==> config.mk <==
export PLATFORM = sky130hd
export DESIGN_NAME = lcd_raster_top
export DESIGN_NICKNAME = d
export VERILOG_FILES = /design/src/rtl/lcd_raster_pkg.sv /design/src/rtl/raster_clk_div.sv /design/src/rtl/raster_axis.sv /design/src/rtl/lcd_raster_top.sv
export SDC_FILE = /design/constraint.sdc
export NUM_CORES = 1
export LEC_CHECK = 0
export BUFFER_PORTS_ARGS = -buffer_cell sky130_fd_sc_hd__buf_4
export CAP_MARGIN = 0
export CORE_UTILIZATION = 55
export DETAILED_ROUTE_END_ITERATION = 16
export PLACE_DENSITY = 0.77
export SKIP_CTS_REPAIR_TIMING = 1
export SLEW_MARGIN = 20
export SYNTH_ARGS = -nofsm -noshare
export SYNTH_HDL_FRONTEND = slang
export SYNTH_SLANG_ARGS = --single-unit
==> constraint.sdc <==
create_clock -name clk -period 9.6 [get_ports clk]
set_input_delay 0 -clock clk [delete_from_list [all_inputs] [get_ports clk]]
set_output_delay 0 -clock clk [all_outputs]
set_load 0.1 [all_outputs]
==> src/rtl/lcd_raster_pkg.sv <==
package lcd_raster_pkg;
  // region of a raster axis, in scan order
  typedef enum logic [1:0] {
    SEG_SYNC  = 2'd0,
    SEG_BACK  = 2'd1,
    SEG_ACT   = 2'd2,
    SEG_FRONT = 2'd3
  } seg_e;
endpackage

==> src/rtl/raster_clk_div.sv <==
module raster_clk_div #(
  parameter int DIV_W = 8
) (
  input  logic             clk,
  input  logic             rst,
  input  logic             run,
  input  logic             bypass,
  input  logic [DIV_W-1:0] div_m2,
  output logic             tick
);
  localparam int PW = DIV_W + 1;

  logic [PW-1:0] ph;
  logic [PW-1:0] ph_last;
  logic          wrap;

  // divisor minus one is the last phase
  assign ph_last = PW'(div_m2) + PW'(1);
  assign wrap    = bypass || (ph == ph_last);

  always_ff @(posedge clk) begin
    if (rst || !run) begin
      ph   <= '0;
      tick <= 1'b0;
    end else begin
      tick <= wrap;
      ph   <= wrap ? '0 : ph + PW'(1);
    end
  end
endmodule

==> src/rtl/raster_axis.sv <==
module raster_axis
  import lcd_raster_pkg::*;
#(
  parameter int W      = 11,
  parameter bit BP_RAW = 1'b0
) (
  input  logic         clk,
  input  logic         rst,
  input  logic         clr,
  input  logic         step,
  input  logic [W-1:0] sync_m1,
  input  logic [W-1:0] back_f,
  input  logic [W-1:0] act_m1,
  input  logic [W-1:0] front_m1,
  output seg_e         seg,
  output logic [W-1:0] idx,
  output logic         carry
);
  localparam int CW = W + 3;

  logic [CW-1:0] cnt;
  logic [CW-1:0] back_n;
  logic [CW-1:0] sync_end, act_beg, act_end, total_m1;

  // back porch decode differs between axes
  generate
    if (BP_RAW) begin : g_bp_raw
      assign back_n = CW'(back_f);
    end else begin : g_bp_m1
      assign back_n = CW'(back_f) + CW'(1);
    end
  endgenerate

  assign sync_end = CW'(sync_m1) + CW'(1);
  assign act_beg  = sync_end + back_n;
  assign act_end  = act_beg + CW'(act_m1) + CW'(1);
  assign total_m1 = act_end + CW'(front_m1);

  always_comb begin
    if (cnt < sync_end)     seg = SEG_SYNC;
    else if (cnt < act_beg) seg = SEG_BACK;
    else if (cnt < act_end) seg = SEG_ACT;
    else                    seg = SEG_FRONT;
  end

  assign idx   = (seg == SEG_ACT) ? W'(cnt - act_beg) : '0;
  assign carry = step && (cnt == total_m1);

  always_ff @(posedge clk) begin
    if (rst || clr)  cnt <= '0;
    else if (carry)  cnt <= '0;
    else if (step)   cnt <= cnt + CW'(1);
  end
endmodule

==> src/rtl/lcd_raster_top.sv <==
module lcd_raster_top
  import lcd_raster_pkg::*;
#(
  parameter int H_W   = 11,
  parameter int V_W   = 11,
  parameter int DIV_W = 8
) (
  input  logic             clk,
  input  logic             rst,
  input  logic             run_en,
  input  logic             cfg_clk_bypass,
  input  logic [DIV_W-1:0] cfg_clk_div,
  input  logic             cfg_pclk_inv,
  input  logic             cfg_hs_pol,
  input  logic             cfg_vs_pol,
  input  logic [H_W-1:0]   cfg_hsw,
  input  logic [H_W-1:0]   cfg_hbp,
  input  logic [H_W-1:0]   cfg_hact,
  input  logic [H_W-1:0]   cfg_hfp,
  input  logic [V_W-1:0]   cfg_vsw,
  input  logic [V_W-1:0]   cfg_vbp,
  input  logic [V_W-1:0]   cfg_vact,
  input  logic [V_W-1:0]   cfg_vfp,
  output logic             pix_ce,
  output logic             pclk_o,
  output logic             hs_o,
  output logic             vs_o,
  output logic             de_o,
  output logic [H_W-1:0]   col_o,
  output logic [V_W-1:0]   row_o
);
  logic           tick;
  logic           tick_d;
  logic           h_carry;
  logic           unused_v_carry;
  seg_e           h_seg, v_seg;
  logic [H_W-1:0] h_idx;
  logic [V_W-1:0] v_idx;
  logic           in_act;

  raster_clk_div #(.DIV_W(DIV_W)) u_div (
    .clk    (clk),
    .rst    (rst),
    .run    (run_en),
    .bypass (cfg_clk_bypass),
    .div_m2 (cfg_clk_div),
    .tick   (tick)
  );

  raster_axis #(.W(H_W), .BP_RAW(1'b0)) u_h (
    .clk      (clk),
    .rst      (rst),
    .clr      (!run_en),
    .step     (tick),
    .sync_m1  (cfg_hsw),
    .back_f   (cfg_hbp),
    .act_m1   (cfg_hact),
    .front_m1 (cfg_hfp),
    .seg      (h_seg),
    .idx      (h_idx),
    .carry    (h_carry)
  );

  raster_axis #(.W(V_W), .BP_RAW(1'b1)) u_v (
    .clk      (clk),
    .rst      (rst),
    .clr      (!run_en),
    .step     (h_carry),
    .sync_m1  (cfg_vsw),
    .back_f   (cfg_vbp),
    .act_m1   (cfg_vact),
    .front_m1 (cfg_vfp),
    .seg      (v_seg),
    .idx      (v_idx),
    .carry    (unused_v_carry)
  );

  assign pix_ce = tick;
  assign in_act = (h_seg == SEG_ACT) && (v_seg == SEG_ACT);

  // output stage: one register after the position counters
  always_ff @(posedge clk) begin
    if (rst || !run_en) begin
      tick_d <= 1'b0;
      pclk_o <= cfg_pclk_inv;
      hs_o   <= cfg_hs_pol;
      vs_o   <= cfg_vs_pol;
      de_o   <= 1'b0;
      col_o  <= '0;
      row_o  <= '0;
    end else begin
      tick_d <= tick;
      pclk_o <= tick_d ^ cfg_pclk_inv;
      hs_o   <= (h_seg == SEG_SYNC) ^ cfg_hs_pol;
      vs_o   <= (v_seg == SEG_SYNC) ^ cfg_vs_pol;
      de_o   <= in_act;
      col_o  <= in_act ? h_idx : '0;
      row_o  <= in_act ? v_idx : '0;
    end
  end
endmodule

==> reports/results.tsv, run 1 <==
metric	value	unit
outcome	complete, no violations	
synth_nets	1346	
rr_startpoint	u_v.cnt[0]	
drc	0	
r2r_end	row_o[5]	
diodes	0	
top_usage_layer	met2	
avgSynthCellArea	7.98	sq um
synth_fa_ha_area_share	23.9	%
path_max_fanout	14	
place_ws	3.32	ns
whs	0.0791	ns
use_met1	32.5	%
period_minus_slack	6.00	ns
fin_nets	1479	
setup_tns	0	ns
synth_ff_type	dfxtp_1	
final_common_cell	ha_1	
synth_seq_cells	65	
die_x	127	um
utilization	66.9	%
cts_tree	built	
dieHeight	127	um
yosys.area_share.simple	21.0	%
worst_slew_pin_slew	0.931	ns
crit_arrival	6.17	ns
grt_max_degree	27	
synth_edf_count	0	
p_leak	4.94	nW
slew_headroom	37.9	%
insertion_delay	0.34	ns
startpoint_type	input pin	
cp-end-kind	register	
dieArea	0.0162	sq mm
core-area	0.0153	sq mm
gp_congestion	0.894	
synth-xor-area-share	15.2	%
synth_cell_types	74	
syn_inst	1083	
h-tree-depth	3	
ys_async_sr_fraction	0	%
grt_pass1_wl	35.2	mm
antenna_found_initial	0	
grt_use_met3	2.76	%
min_from	rst	
r2r_slack	6.03	ns
clk_pin_slew	0.06	ns
final_cell_mix	ha_1 (152), buf_4 (130), inv_1 (110), xnor2_1 (88), nor2_1 (75)	
synth.yosys.seq_area_share	15.1	%
cts_buffers	9	
rsz0062_at_grt	false	
report.final.slew_viol_count	0	
wirelength	21.4	mm
hold_end	hs_o	
finalCritPeriodShare	62.5	%
dp_hpwl	17.9	mm
vdd_drop_max	0.0812	mV
yosys_warnings	0	
min_path_cells	4	
clk_path_buf_depth	2	
root_buffer	clkbuf_16	
reg2reg_depth	16	
avgRoutedWirePerCell	15.0	um
netlist_area	0.00864	sq mm
area_delta_synth_final	18.1	%
required	9.76	ns
grt_usage	26.8	%
overflow	0	
drive_above_1_share	13.7	%
ant_nets	0	
io_buffers	129	
worstSetupPathType	in -> reg	
io_pins	130	
fin_ws	3.60	ns
powerDensity	169	mW/mm^2
avgViaCountPerCell	5.59	
num_rows	45	
drtIter0Drc	422	
synth-compound-area-share	18.9	%
hp-class	in -> reg	
grt_pass1_vias	7792	
cap_violations	0	
drt-pass1-iter-count	4	
vias	8006	
synth_mux_area_share	0.463	%
synth_top_family_by_area	adder cells	
start_util	56.6	%
skew	0.00998	ns
fmax	167	MHz
finalHoldViolCount	0	
finalSetupViolations	0	
grtUsageMet2	49.1	%
cts.sinks	65	
[sequential cells by signal (all words and copies together) (netlist names)]
| signal | cells |
|---|---|
| pclk_o | 1 |
| u_h.cnt | 14 |
| de_o | 1 |
| hs_o | 1 |
| vs_o | 1 |
| u_div.tick | 1 |
| tick_d | 1 |
| col_o | 11 |
| u_v.cnt | 14 |
| row_o | 11 |
| u_div.ph | 9 |
[final cells by class]
| cell class | count | area (sq um) |
|---|---|---|
| multi-input combinational | 895 | 6870 |
| fill | 1321 | 5060 |
| sequential | 65 | 1300 |
| timing repair buffer | 134 | 1020 |
| inverter | 111 | 419 |
| tap | 211 | 264 |
| clock buffer | 10 | 239 |
| clock inverter | 6 | 97.6 |
[power by group]
group	switching, mW	leakage (nW)	internal [mW]	total, mW
registers	0.00163	0.525	0.272	0.273
logic	0.607	4.25	0.478	1.09
clock network	0.128	0.166	0.238	0.367
[critical path: stages]
cell and delay (ns):
buf_4 0.11, ha_1 0.26, nand3_1 0.12, xnor2_1 0.22
ha_1 0.32, and3_1 0.16, a221o_1 0.40, or2_2 0.31
xor2_1 0.16, ha_1 0.25, o41ai_1 0.68, o21bai_1 0.15
xor2_1 0.18, ha_1 0.23, or3_1 0.37, o21ai_0 0.07
a21oi_1 0.12, a21o_1 0.21, a21oi_1 0.17, xnor2_1 0.10
or4_1 0.60, a2111oi_4 0.88, a211oi_1 0.10
[stage by stage]
stage | std cells | power (mW) | instance area (sq um)
6_report | 1432 | 1.72 | 10200
5_1_grt | 1432 | 1.86 | 10200
4_1_cts | 1428 | 1.72 | 10200
3_5_place_dp | 1412 | 1.35 | 9830
3_3_place_gp | 1412 | 1.32 | 9830
2_1_floorplan | 1083 | 1.12 | 8640
[kinds of logic (layout without fill, tap and decap cells)]
kind of cell    after synthesis  in the layout
xor+xnor                    147            147
mux                           4              4
fa+ha+maj                   160            160
flops                        65             65
buf+inv                     123            261
compound gates              242            242
simple gates                342            342
[metal layers]
metal	up-vias	part of all wire, %
met1	3671	44
met5	-	0
met4	0	2.4
met3	30	4.3
li1	4114	-
met2	191	49
[Yosys cell counts, types with 15 or more instances]
cell | n | share of area, %
nor3_1 | 24 | 1.4
nand3_1 | 38 | 2.2
o21a_1 | 23 | 2.0
a21o_1 | 29 | 2.5
and2_1 | 21 | 1.5
inv_1 | 110 | 4.8
o21ai_0 | 41 | 2.4
xor2_1 | 57 | 5.8
nand4_1 | 21 | 1.5
dfxtp_1 | 65 | 15
nand2_1 | 54 | 2.3
nor2b_1 | 24 | 1.7
a211oi_1 | 15 | 1.3
a21oi_1 | 58 | 3.4
and3_1 | 16 | 1.2
nand2b_1 | 18 | 1.3
ha_1 | 152 | 22
xnor2_1 | 88 | 8.9
nor2_1 | 75 | 3.3
[worst max-delay path by stage]
stage / start / endpoint / slack [ns] / cells after the start
2_1_floorplan: cfg_hsw[0] / u_v.cnt[12] / 4.26 / 27
3_3_place_gp: cfg_vsw[0] / u_v.cnt[2] / 3.42 / 23
3_5_place_dp: cfg_hsw[0] / u_v.cnt[2] / 3.32 / 28
4_1_cts: cfg_hsw[0] / u_v.cnt[4] / 3.64 / 28
5_1_grt: cfg_hsw[0] / u_v.cnt[6] / 3.03 / 28
6_report: cfg_vsw[0] / u_v.cnt[4] / 3.60 / 23
Power figures use the tool's default switching activity.
==> inputs of run 2 (changes only) <==
ABC_AREA = 1   (was default)
clock period = 6 ns   (was 9.6 ns; I/O delays follow)
==> reports/results.tsv, run 2 <==
metric	value	unit
outcome	complete, no violations	
synth_ff_type	dfxtp_1	
largestRegisters	u_h.cnt: 14 flops, u_v.cnt: 14 flops	
ant_nets	0	
ys_async_sr_fraction	0	%
p_leak	6.07	nW
avgViaCountPerCell	5.32	
fin_nets	1930	
fmax	200	MHz
hp-class	in -> reg	
required	6.20	ns
cp_slowest_cell	nand2_1	
drive_above_1_share	11.1	%
cp-end-kind	register	
cap_violations	0	
gp_congestion	1.03	
synth_top_cell_by_area	ha_1	
clk_path_buf_depth	2	
diodes	0	
synth_seq_cells	65	
skew	0.0172	ns
drc	0	
yosys_warnings	0	
startpoint	cfg_hsw[0]	
startpoint_type	input pin	
synth.yosys.seq_area_share	13.7	%
final_cell_mix	nand2_1 (406), inv_1 (260), nor2_1 (159), ha_1 (152), buf_4 (130)	
die_x	133	um
dieHeight	133	um
dieArea	0.0178	sq mm
wirelength	25.9	mm
start_util	56.8	%
synth_top_area_share	20.0	%
cts.sinks	65	
report.final.slew_viol_count	0	
grt_pass1_wl	42.2	mm
grt_pass1_vias	9071	
period_minus_slack	4.99	ns
utilization	66.3	%
finalHoldViolCount	0	
synth.most_common_cell	nand2_1	
slowest_delay	0.49	ns
rr_startpoint	u_v.cnt[0]	
core-area	0.0167	sq mm
min_from	rst	
path_max_fanout	14	
synth_edf_count	0	
io_pins	130	
synth_nets	1789	
overflow	0	
whs	0.147	ns
dp_hpwl	22.2	mm
crit_arrival	5.19	ns
rsz0062_at_grt	false	
setup_tns	0	ns
cts_tree	built	
drtIter0Drc	736	
h-tree-depth	3	
io_buffers	129	
finalSetupViolations	0	
cp_common_cell	nand2_1	
nFillCells	1633	
vdd_drop_max	0.186	mV
synth_cell_types	44	
clk_pin_slew	0.06	ns
worst_slew_pin_slew	0.820	ns
avgSynthCellArea	6.22	sq um
area_delta_synth_final	16.6	%
multiInputGateArea	0.00717	sq mm
avgRoutedWirePerCell	13.7	um
worstSetupPathType	in -> reg	
syn_inst	1526	
root_buffer	clkbuf_16	
final_common_cell	nand2_1	
finalCritPeriodShare	83.2	%
powerDensity	262	mW/mm^2
netlist_area	0.00949	sq mm
insertion_delay	0.35	ns
cts_buffers	9	
register_area	0.00130	sq mm
drt-pass1-iter-count	6	
grt_usage	29.4	%
netlist_top_cells_count	nand2_1 (406), inv_1 (260), nor2_1 (159), ha_1 (152), nand3_1 (101)	
grt_max_degree	15	
num_rows	47	
vias	10056	
antenna_found_initial	0	
slew_headroom	45.1	%
power.total	2.90	mW
synth_area_leaders	ha_1 (20%), nand2_1 (16%), dfxtp_1 (14%)	
==> run 2: changes by cell type after synthesis, sizes merged, moves of 17 or more <==
| cell | change |
|---|---|
| nand2 | +365 |
| inv | +151 |
| nor2 | +93 |
| nand3 | +69 |
| xnor2 | -56 |
| a21oi | +28 |
| nor2b | -24 |
| a21o | -23 |
| and2 | -21 |
| o21a | -19 |
| nand2b | -18 |
| and3 | -17 |
==> run 2: kinds of logic (layout without fill, tap and decap cells) <==
family                     count (synthesis)  count (layout)  share of synthesized area [%]
buffers and inverters                    270             416                           10.8
AOI/OAI and AO/OA                        173             173                           10.5
xor gates and xnor gates                  92              92                           8.65
and+or+nand+nor                          766             766                           34.7
DFF                                       65              65                           13.7
adders and majority gates                160             160                           21.7
==> run 2: critical path, delay by kind of cell <==
family | cells | cell delay [ns]
adders and majority gates | 4 | 1.23
xor gates and xnor gates | 3 | 0.69
and+or+nand+nor | 17 | 2.14
AOI/OAI and AO/OA | 4 | 0.68
buffers and inverters | 6 | 0.45
==> run 2: final timing paths <==
path,slack [ns],end,cells after the start
max reg2reg,3.03,col_o[10],18
min,0.15,pclk_o,4
max,1.01,u_h.cnt[5],34
min reg2reg,0.46,pclk_o,2
==> run 2: through the flow <==
| stage | cells | cell area, sq um | setup WS [ns] |
|---|---|---|---|
| 6_report | 1892 | 11100 | 1.01 |
| 5_1_grt | 1892 | 11100 | 0.472 |
| 4_1_cts | 1888 | 11000 | 1.07 |
| 3_5_place_dp | 1872 | 10700 | 0.743 |
| 3_3_place_gp | 1872 | 10700 | 0.776 |
| 2_1_floorplan | 1526 | 9490 | 1.73 |
==> run 2: final cells by class <==
type / instances / area share [%]
inverters: 266 / 9.02
multi-input cells: 1191 / 64.8
well taps: 220 / 2.49
repair buffers: 134 / 9.18
flip-flops and latches: 65 / 11.8
clock buffers: 10 / 2.16
clock inverters: 6 / 0.610
==> run 2: metal layers <==
layer / wire, um / GRT usage, % / up-vias
met4: 344 / 5.81 / 0
met3: 2070 / 4.64 / 35
li1: - / - / 5216
met5: 0 / 0 / -
met2: 11100 / 47.3 / 317
met1: 12500 / 41.3 / 4488
==> run 2: power by group <==
| part | internal [mW] | total [mW] | switching [mW] |
|---|---|---|---|
| registers | 0.434 | 0.437 | 0.00229 |
| logic | 0.725 | 1.92 | 1.20 |
| clock network | 0.334 | 0.546 | 0.213 |
